File: src/rtl/acq_pkg.sv
package acq_pkg;
  typedef enum logic [2:0] {
    S_IDLE, S_START, S_WAIT, S_SETUP, S_STROBE, S_GAP, S_DONE
  } acqState_t;

  typedef struct packed {
    logic capture;
  } dpCtl_t;
endpackage

File: src/rtl/acq_ctrl.sv
module acq_ctrl
  import acq_pkg::*;
#(
  parameter int LANES = 4,
  parameter int CNT_W = 8,
  parameter int TO_W  = 16
) (
  input  logic             clk,
  input  logic             rstN,
  input  logic             tickIn,
  input  logic             swReq,
  input  logic [CNT_W-1:0] pulseWidth,
  input  logic [CNT_W-1:0] setupWidth,
  input  logic [CNT_W-1:0] strobeWidth,
  input  logic [CNT_W-1:0] gapWidth,
  input  logic [TO_W-1:0]  timeoutLimit,
  input  logic             irqN,
  input  logic             outReady,
  output logic             startN,
  output logic             csN,
  output logic             rdN,
  output logic             outValid,
  output logic             timeoutErr,
  output logic             overrun,
  output dpCtl_t           dpCtl
);
  localparam int SLOT_W = (LANES > 1) ? $clog2(LANES) : 1;
  localparam logic [SLOT_W-1:0] LAST_SLOT = SLOT_W'(LANES - 1);

  acqState_t state, nextState;
  logic [TO_W-1:0]   cnt, nextCnt;
  logic [SLOT_W-1:0] slot, nextSlot;
  logic              capture, errNow;

  // Load value for a down-counter: width minus one, a zero width acts as one.
  function automatic logic [TO_W-1:0] loadOf(input logic [CNT_W-1:0] w);
    return (w == '0) ? '0 : TO_W'(w - CNT_W'(1));
  endfunction

  always_comb begin
    nextState = state;
    nextCnt   = (cnt == '0) ? cnt : cnt - TO_W'(1);
    nextSlot  = slot;
    capture   = 1'b0;
    errNow    = 1'b0;
    unique case (state)
      S_IDLE: if (tickIn || swReq) begin
        nextState = S_START;
        nextCnt   = loadOf(pulseWidth);
      end
      S_START: if (cnt == '0) begin
        nextState = S_WAIT;
        nextCnt   = (timeoutLimit == '0) ? '0 : timeoutLimit - TO_W'(1);
      end
      S_WAIT: begin
        if (!irqN) begin
          nextState = S_SETUP;
          nextCnt   = loadOf(setupWidth);
          nextSlot  = '0;
        end else if (cnt == '0) begin
          nextState = S_IDLE;
          errNow    = 1'b1;
        end
      end
      S_SETUP: if (cnt == '0) begin
        nextState = S_STROBE;
        nextCnt   = loadOf(strobeWidth);
      end
      S_STROBE: if (cnt == '0) begin
        capture = 1'b1;
        if (slot == LAST_SLOT) begin
          nextState = S_DONE;
        end else begin
          nextState = S_GAP;
          nextCnt   = loadOf(gapWidth);
        end
      end
      S_GAP: if (cnt == '0) begin
        nextState = S_SETUP;
        nextCnt   = loadOf(setupWidth);
        nextSlot  = slot + SLOT_W'(1);
      end
      S_DONE: if (outReady) nextState = S_IDLE;
      default: nextState = S_IDLE;
    endcase
  end

  always_ff @(posedge clk or negedge rstN) begin
    if (!rstN) begin
      state      <= S_IDLE;
      cnt        <= '0;
      slot       <= '0;
      startN     <= 1'b1;
      csN        <= 1'b1;
      rdN        <= 1'b1;
      outValid   <= 1'b0;
      timeoutErr <= 1'b0;
      overrun    <= 1'b0;
    end else begin
      state      <= nextState;
      cnt        <= nextCnt;
      slot       <= nextSlot;
      startN     <= (nextState != S_START);
      csN        <= !(nextState == S_SETUP || nextState == S_STROBE);
      rdN        <= (nextState != S_STROBE);
      outValid   <= (nextState == S_DONE);
      timeoutErr <= errNow;
      overrun    <= tickIn && (state != S_IDLE);
    end
  end

  assign dpCtl.capture = capture;
endmodule

File: src/rtl/acq_datapath.sv
module acq_datapath
  import acq_pkg::*;
#(
  parameter int SAMPLE_W = 12,
  parameter int WORD_W   = 16,
  parameter int LANES    = 4,
  parameter int TAG_W    = 2,
  parameter int OUT_W    = LANES * (WORD_W + TAG_W)
) (
  input  logic                clk,
  input  logic                rstN,
  input  dpCtl_t              dpCtl,
  input  logic [SAMPLE_W-1:0] dataIn,
  output logic [OUT_W-1:0]    outData
);
  localparam int LANE_W = WORD_W + TAG_W;

  logic [WORD_W-1:0] lane [LANES];
  logic [WORD_W-1:0] extended;

  assign extended = {{(WORD_W - SAMPLE_W){dataIn[SAMPLE_W-1]}}, dataIn};

  // Shift register: after LANES captures, lane 0 holds the first read word.
  always_ff @(posedge clk or negedge rstN) begin
    if (!rstN) begin
      for (int k = 0; k < LANES; k++) lane[k] <= '0;
    end else if (dpCtl.capture) begin
      for (int k = 0; k < LANES - 1; k++) lane[k] <= lane[k+1];
      lane[LANES-1] <= extended;
    end
  end

  for (genvar k = 0; k < LANES; k++) begin : g_pack
    assign outData[k*LANE_W +: LANE_W] = {TAG_W'(k), lane[k]};
  end
endmodule

File: src/rtl/burst_acq.sv
module burst_acq
  import acq_pkg::*;
#(
  parameter int SAMPLE_W = 12,
  parameter int WORD_W   = 16,
  parameter int LANES    = 4,
  parameter int CNT_W    = 8,
  parameter int TO_W     = 16,
  localparam int TAG_W   = (LANES > 1) ? $clog2(LANES) : 1,
  localparam int OUT_W   = LANES * (WORD_W + TAG_W)
) (
  input  logic                clk,
  input  logic                rstN,
  input  logic                tickIn,
  input  logic                swReq,
  input  logic [CNT_W-1:0]    pulseWidth,
  input  logic [CNT_W-1:0]    setupWidth,
  input  logic [CNT_W-1:0]    strobeWidth,
  input  logic [CNT_W-1:0]    gapWidth,
  input  logic [TO_W-1:0]     timeoutLimit,
  output logic                startN,
  input  logic                irqN,
  output logic                csN,
  output logic                rdN,
  input  logic [SAMPLE_W-1:0] dataIn,
  output logic                outValid,
  input  logic                outReady,
  output logic [OUT_W-1:0]    outData,
  output logic                timeoutErr,
  output logic                overrun
);
  dpCtl_t dpCtl;

  acq_ctrl #(.LANES(LANES), .CNT_W(CNT_W), .TO_W(TO_W)) ctrl_i (
    .clk(clk), .rstN(rstN), .tickIn(tickIn), .swReq(swReq),
    .pulseWidth(pulseWidth), .setupWidth(setupWidth),
    .strobeWidth(strobeWidth), .gapWidth(gapWidth),
    .timeoutLimit(timeoutLimit), .irqN(irqN), .outReady(outReady),
    .startN(startN), .csN(csN), .rdN(rdN), .outValid(outValid),
    .timeoutErr(timeoutErr), .overrun(overrun), .dpCtl(dpCtl)
  );

  acq_datapath #(.SAMPLE_W(SAMPLE_W), .WORD_W(WORD_W), .LANES(LANES),
                 .TAG_W(TAG_W), .OUT_W(OUT_W)) dp_i (
    .clk(clk), .rstN(rstN), .dpCtl(dpCtl), .dataIn(dataIn), .outData(outData)
  );
endmodule

File: config.mk
export PLATFORM = sky130hd
export DESIGN_NAME = burst_acq
export DESIGN_NICKNAME = d
export VERILOG_FILES = /design/src/rtl/acq_pkg.sv /design/src/rtl/acq_ctrl.sv /design/src/rtl/acq_datapath.sv /design/src/rtl/burst_acq.sv
export SDC_FILE = /design/constraint.sdc
export NUM_CORES = 1
export LEC_CHECK = 0
export ABC_AREA = 0
export CORE_MARGIN = 4
export CORE_UTILIZATION = 55
export DETAILED_ROUTE_END_ITERATION = 7
export DONT_BUFFER_PORTS = 1
export GPL_TIMING_DRIVEN = 0
export HOLD_SLACK_MARGIN = 0.02
export PLACE_DENSITY = 0.7
export SLEW_MARGIN = 5
export SYNTH_ARGS = -nofsm -noshare
export SYNTH_HDL_FRONTEND = slang
export SYNTH_SLANG_ARGS = --single-unit
export TNS_END_PERCENT = 1
File: constraint.sdc
create_clock -name clk -period 6.1 [get_ports clk]
set_input_delay 0.61 -clock clk [delete_from_list [all_inputs] [get_ports clk]]
set_output_delay 0.61 -clock clk [all_outputs]
set_load 0.1 [all_outputs]
==> impl_metrics.toml <==
[run_status]
outcome = "completed"

[route]
post_drt_wl_per_cell_um = 20.2
vias = 4200
antenna_violating_nets_post_route = 0
router_iterations_before_antenna_repair = 5
via_per_inst = 6.33
iteration_0_drc_markers = 264
drt_wl_total_um = 13400
post-route-drc-count = 0

[clocking]
cts.clk_slew.worst_paths_ps = 90
clock_tree.root_cell = "sky130_fd_sc_hd__clkbuf_8"
cts_made_buffers = 9
cts.sinks = 75
cts_htree_levels = 3
cts.repair_timing.setup_buffer_count = 0
clock_tree.buffer_depth = 2
worst_skew_pair.late_latency_ps = 350
cts_tree = "done"

[layout]
fin_util_pct = 61.4
drive_gt1_share_pct = 21.3
finalNonFillerCells = 663
synthToLayoutAreaGrowth_pct = 7.58
fin_nets = 626
fillers = 757
multi_input_area_mm2 = 0.00281
layout.cell_area.non_filler_mm2 = 0.00538
seqCellArea_mm2 = 0.00188
diodes = 0

[critical_path]
critical_path.endpoint_type = "flip-flop"
worst-r2r-cell-count = 9
slowest_stage_delay_on_critical_path_ps = 590
reg2reg_setup_slack_ps = 2560
critical_path.max_fanout = 10
slowest_stage = "sky130_fd_sc_hd__nor4b_1"
timing.critical_path.from_type = "flip-flop"
timing.critical_path.cells = "inv_1, ha_1, nor4b_1, nand4_1, clkbuf_1, a21oi_1, o21ai_0, a2111oi_0, a311oi_1"
critical_path.reg2reg.startpoint = "ctrl_i.cnt[0]"
timing.critical_path.required_ps = 6310
setup.worst_path.class = "reg -> reg"
reg2reg_to = "ctrl_i.cnt[0]"
crit_arrival_ps = 3750

[synth]
yosys-top-cells-area = "sky130_fd_sc_hd__dfrtp_1 36%, sky130_fd_sc_hd__mux2_2 12%, sky130_fd_sc_hd__xnor2_1 4.0%"
yosysTopAreaCellShare_pct = 36.0
yosysSeqAreaShare_pct = 37.6
synth.largest_area_cell = "sky130_fd_sc_hd__dfrtp_1"
synth-main-ff-cell = "sky130_fd_sc_hd__dfrtp_1"
syn_inst = 532
synth-async-reset-ratio_pct = 100
yosys_warning_count = 0
synth_area_per_cell_um2 = 9.40
post_syn_area_mm2 = 0.00500
ys_seq_elements = 75
yosysUniqueCellTypes = 69
number_of_enable_type_register_cells_in_the_synthesized_netlist = 0

[place]
dpl_cell_area_mm2 = 0.00516
finalWeightedCongestion = 0.938
dp_worst_setup_slack_ps = 2700
port_buffers = 0
hpwl_um = 10300
dpl.cell_count = 646

[sta]
worst_clock_skew_ps = 14.8
setup_viol = 0
grt_setup_unrepaired = "false"
fin_tns_setup_ps = 0
final_period_utilization_pct = 58.0
postLayoutSetupSlackWorst_ps = 2560
report.final.slew_viol_count = 0
hold_worst_slack_ps = 98.4
relSlewSlack_pct = 32.1
final.min_clock_period_ps = 3540
max_clock_freq_mhz = 282
report.final.hold_viol_count = 0
max_slew.worst_pin.slew_ps = 1020

[power]
vdd.ir_drop.worst_v = 0.000157
leakage_power_nw = 2.34
report.power.total_mw = 2.14
cellPowerDensity_mw_per_mm2 = 397

[global_routing]
grt_overflow_total = 0
antenna_found_initial = 0
first_global_vias = 4076
grt_first_pass_wirelength_um = 20700
grt_start_max_net_pins = 73
global_route.usage.total_pct = 25.2

[floorplanning]
num_rows = 34
boundaryPins = 144
die_height_um = 103
start_util_pct = 57.1
total_core_area_mm2 = 0.00876
fp.dieArea_mm2 = 0.0107
die_width_um = 103

[job]
drv_cap = 0

[worst_hold_path]
hold_class = "in -> async"
[per-layer routing]
layer / wire [um] / vias to the layer above / global-route usage, % / share of wire, %
li1: - / 1951 / - / -
met1: 5460 / 2017 / 32.5 / 41
met2: 6340 / 206 / 40.6 / 47
met3: 1230 / 26 / 6.98 / 9.2
met4: 359 / 0 / 9.46 / 2.7
met5: 0 / - / 0 / 0
[flip-flops by register name (all words and copies together) (netlist names)]
signal             cells
dp_i.outData          48
ctrl_i.cnt            16
ctrl_i.rdN             1
ctrl_i.startN          1
ctrl_i.slot            2
ctrl_i.overrun         1
ctrl_i.outValid        1
ctrl_i.csN             1
ctrl_i.state           3
ctrl_i.timeoutErr      1
[final cells by class]
| type | count | area share [%] |
|---|---|---|
| clock inverter | 7 | 1.30 |
| multi-input combinational | 404 | 52.2 |
| inverter | 16 | 1.12 |
| tap | 108 | 2.51 |
| buffer | 43 | 5.14 |
| clock buffer | 9 | 2.30 |
| sequential | 75 | 35.0 |
| timing repair buffer | 1 | 0.512 |
[report_power, final]
| part | switching [mW] | internal [mW] |
|---|---|---|
| Combinational | 0.531 | 0.320 |
| Sequential | 0.330 | 0.587 |
| Clock | 0.209 | 0.158 |
| Total | 1.07 | 1.06 |
[cells in the mapped netlist, types with 3 or more instances]
library cell               instances
sky130_fd_sc_hd__a21oi_1          23
sky130_fd_sc_hd__xor2_1           15
sky130_fd_sc_hd__nor3_1           26
sky130_fd_sc_hd__nand3b_1          3
sky130_fd_sc_hd__a211o_1           3
sky130_fd_sc_hd__nor4_1           11
sky130_fd_sc_hd__nor2b_1           4
sky130_fd_sc_hd__o31ai_1           4
sky130_fd_sc_hd__buf_4            24
sky130_fd_sc_hd__nand2_1          40
sky130_fd_sc_hd__or4_1             7
sky130_fd_sc_hd__clkbuf_1         12
sky130_fd_sc_hd__nor2_1           43
sky130_fd_sc_hd__inv_1            16
sky130_fd_sc_hd__and2_1            4
sky130_fd_sc_hd__nor3b_1           5
sky130_fd_sc_hd__nand4_1           3
sky130_fd_sc_hd__or3b_2            3
sky130_fd_sc_hd__dfstp_2           3
sky130_fd_sc_hd__mux2_2           52
sky130_fd_sc_hd__or3_1             6
sky130_fd_sc_hd__o221ai_1          3
sky130_fd_sc_hd__o211ai_1         11
sky130_fd_sc_hd__mux2i_1           4
sky130_fd_sc_hd__o22ai_1           7
sky130_fd_sc_hd__nand2b_1          6
sky130_fd_sc_hd__a22oi_1           3
sky130_fd_sc_hd__a31oi_1           6
sky130_fd_sc_hd__buf_2             4
sky130_fd_sc_hd__xnor2_1          23
sky130_fd_sc_hd__ha_1             10
sky130_fd_sc_hd__o21ai_0          21
sky130_fd_sc_hd__or2_2             3
sky130_fd_sc_hd__dfrtp_1          72
sky130_fd_sc_hd__nand3_1           9
[cells by family (layout without fill, tap and decap cells)]
group / count (synthesis) / after routing / share of synthesized area [%]
multiplexers: 56 / 56 / 12.5
AO/OA/AOI/OAI: 107 / 107 / 14.4
adder cells (fa/ha/maj): 10 / 10 / 2.50
XOR/XNOR: 38 / 38 / 6.66
other: 2 / 8 / 0.150
buffers and inverters: 59 / 76 / 6.73
AND/OR/NAND/NOR: 185 / 185 / 19.4
flip-flops: 75 / 75 / 37.6
[layout by cell type (no fill, tap or decap), types with 5 or more instances in the layout]
cell type                   n
sky130_fd_sc_hd__xor2_1    15
sky130_fd_sc_hd__buf_4     24
sky130_fd_sc_hd__o21ai_0   21
sky130_fd_sc_hd__clkbuf_1  12
sky130_fd_sc_hd__nor3b_1    5
sky130_fd_sc_hd__a31oi_1    6
sky130_fd_sc_hd__ha_1      10
sky130_fd_sc_hd__nand2b_1   6
sky130_fd_sc_hd__nand3_1    9
sky130_fd_sc_hd__dfrtp_1   72
sky130_fd_sc_hd__o211ai_1  11
sky130_fd_sc_hd__nor2_1    43
sky130_fd_sc_hd__or3_1      6
sky130_fd_sc_hd__or4_1      7
sky130_fd_sc_hd__nand2_1   40
sky130_fd_sc_hd__inv_1     16
sky130_fd_sc_hd__nor3_1    26
sky130_fd_sc_hd__nor4_1    11
sky130_fd_sc_hd__o22ai_1    7
sky130_fd_sc_hd__xnor2_1   23
sky130_fd_sc_hd__mux2_2    52
sky130_fd_sc_hd__conb_1     8
sky130_fd_sc_hd__clkbuf_8  11
sky130_fd_sc_hd__a21oi_1   23
[worst max-delay path, delay by kind of cell (launching register included)]
family | cells | cell delay (ps)
and+or+nand+nor | 2 | 1060
DFF | 1 | 460
buffers and inverters | 2 | 620
adders and majority gates | 1 | 200
AOI/OAI and AO/OA | 4 | 1070
[worst max-delay path by stage]
stage	from	endpoint	slack, ps	cells past startpoint
2_1_floorplan	setupWidth[7]	ctrl_i.cnt[2]	3340	6
3_3_place_gp	ctrl_i.cnt[0]	ctrl_i.cnt[15]	2730	8
3_5_place_dp	ctrl_i.cnt[0]	ctrl_i.cnt[0]	2700	9
4_1_cts	ctrl_i.cnt[0]	ctrl_i.cnt[15]	2680	8
5_1_grt	ctrl_i.cnt[0]	ctrl_i.cnt[14]	2310	8
6_report	ctrl_i.cnt[0]	ctrl_i.cnt[0]	2560	9
[timing repair]
action / in CTS / in global routing
endpoints found under the hold margin: 72 / 0
hold buffers: 1 / 0
resized for setup: 0 / 0
(Power assumes the default switching activity.)
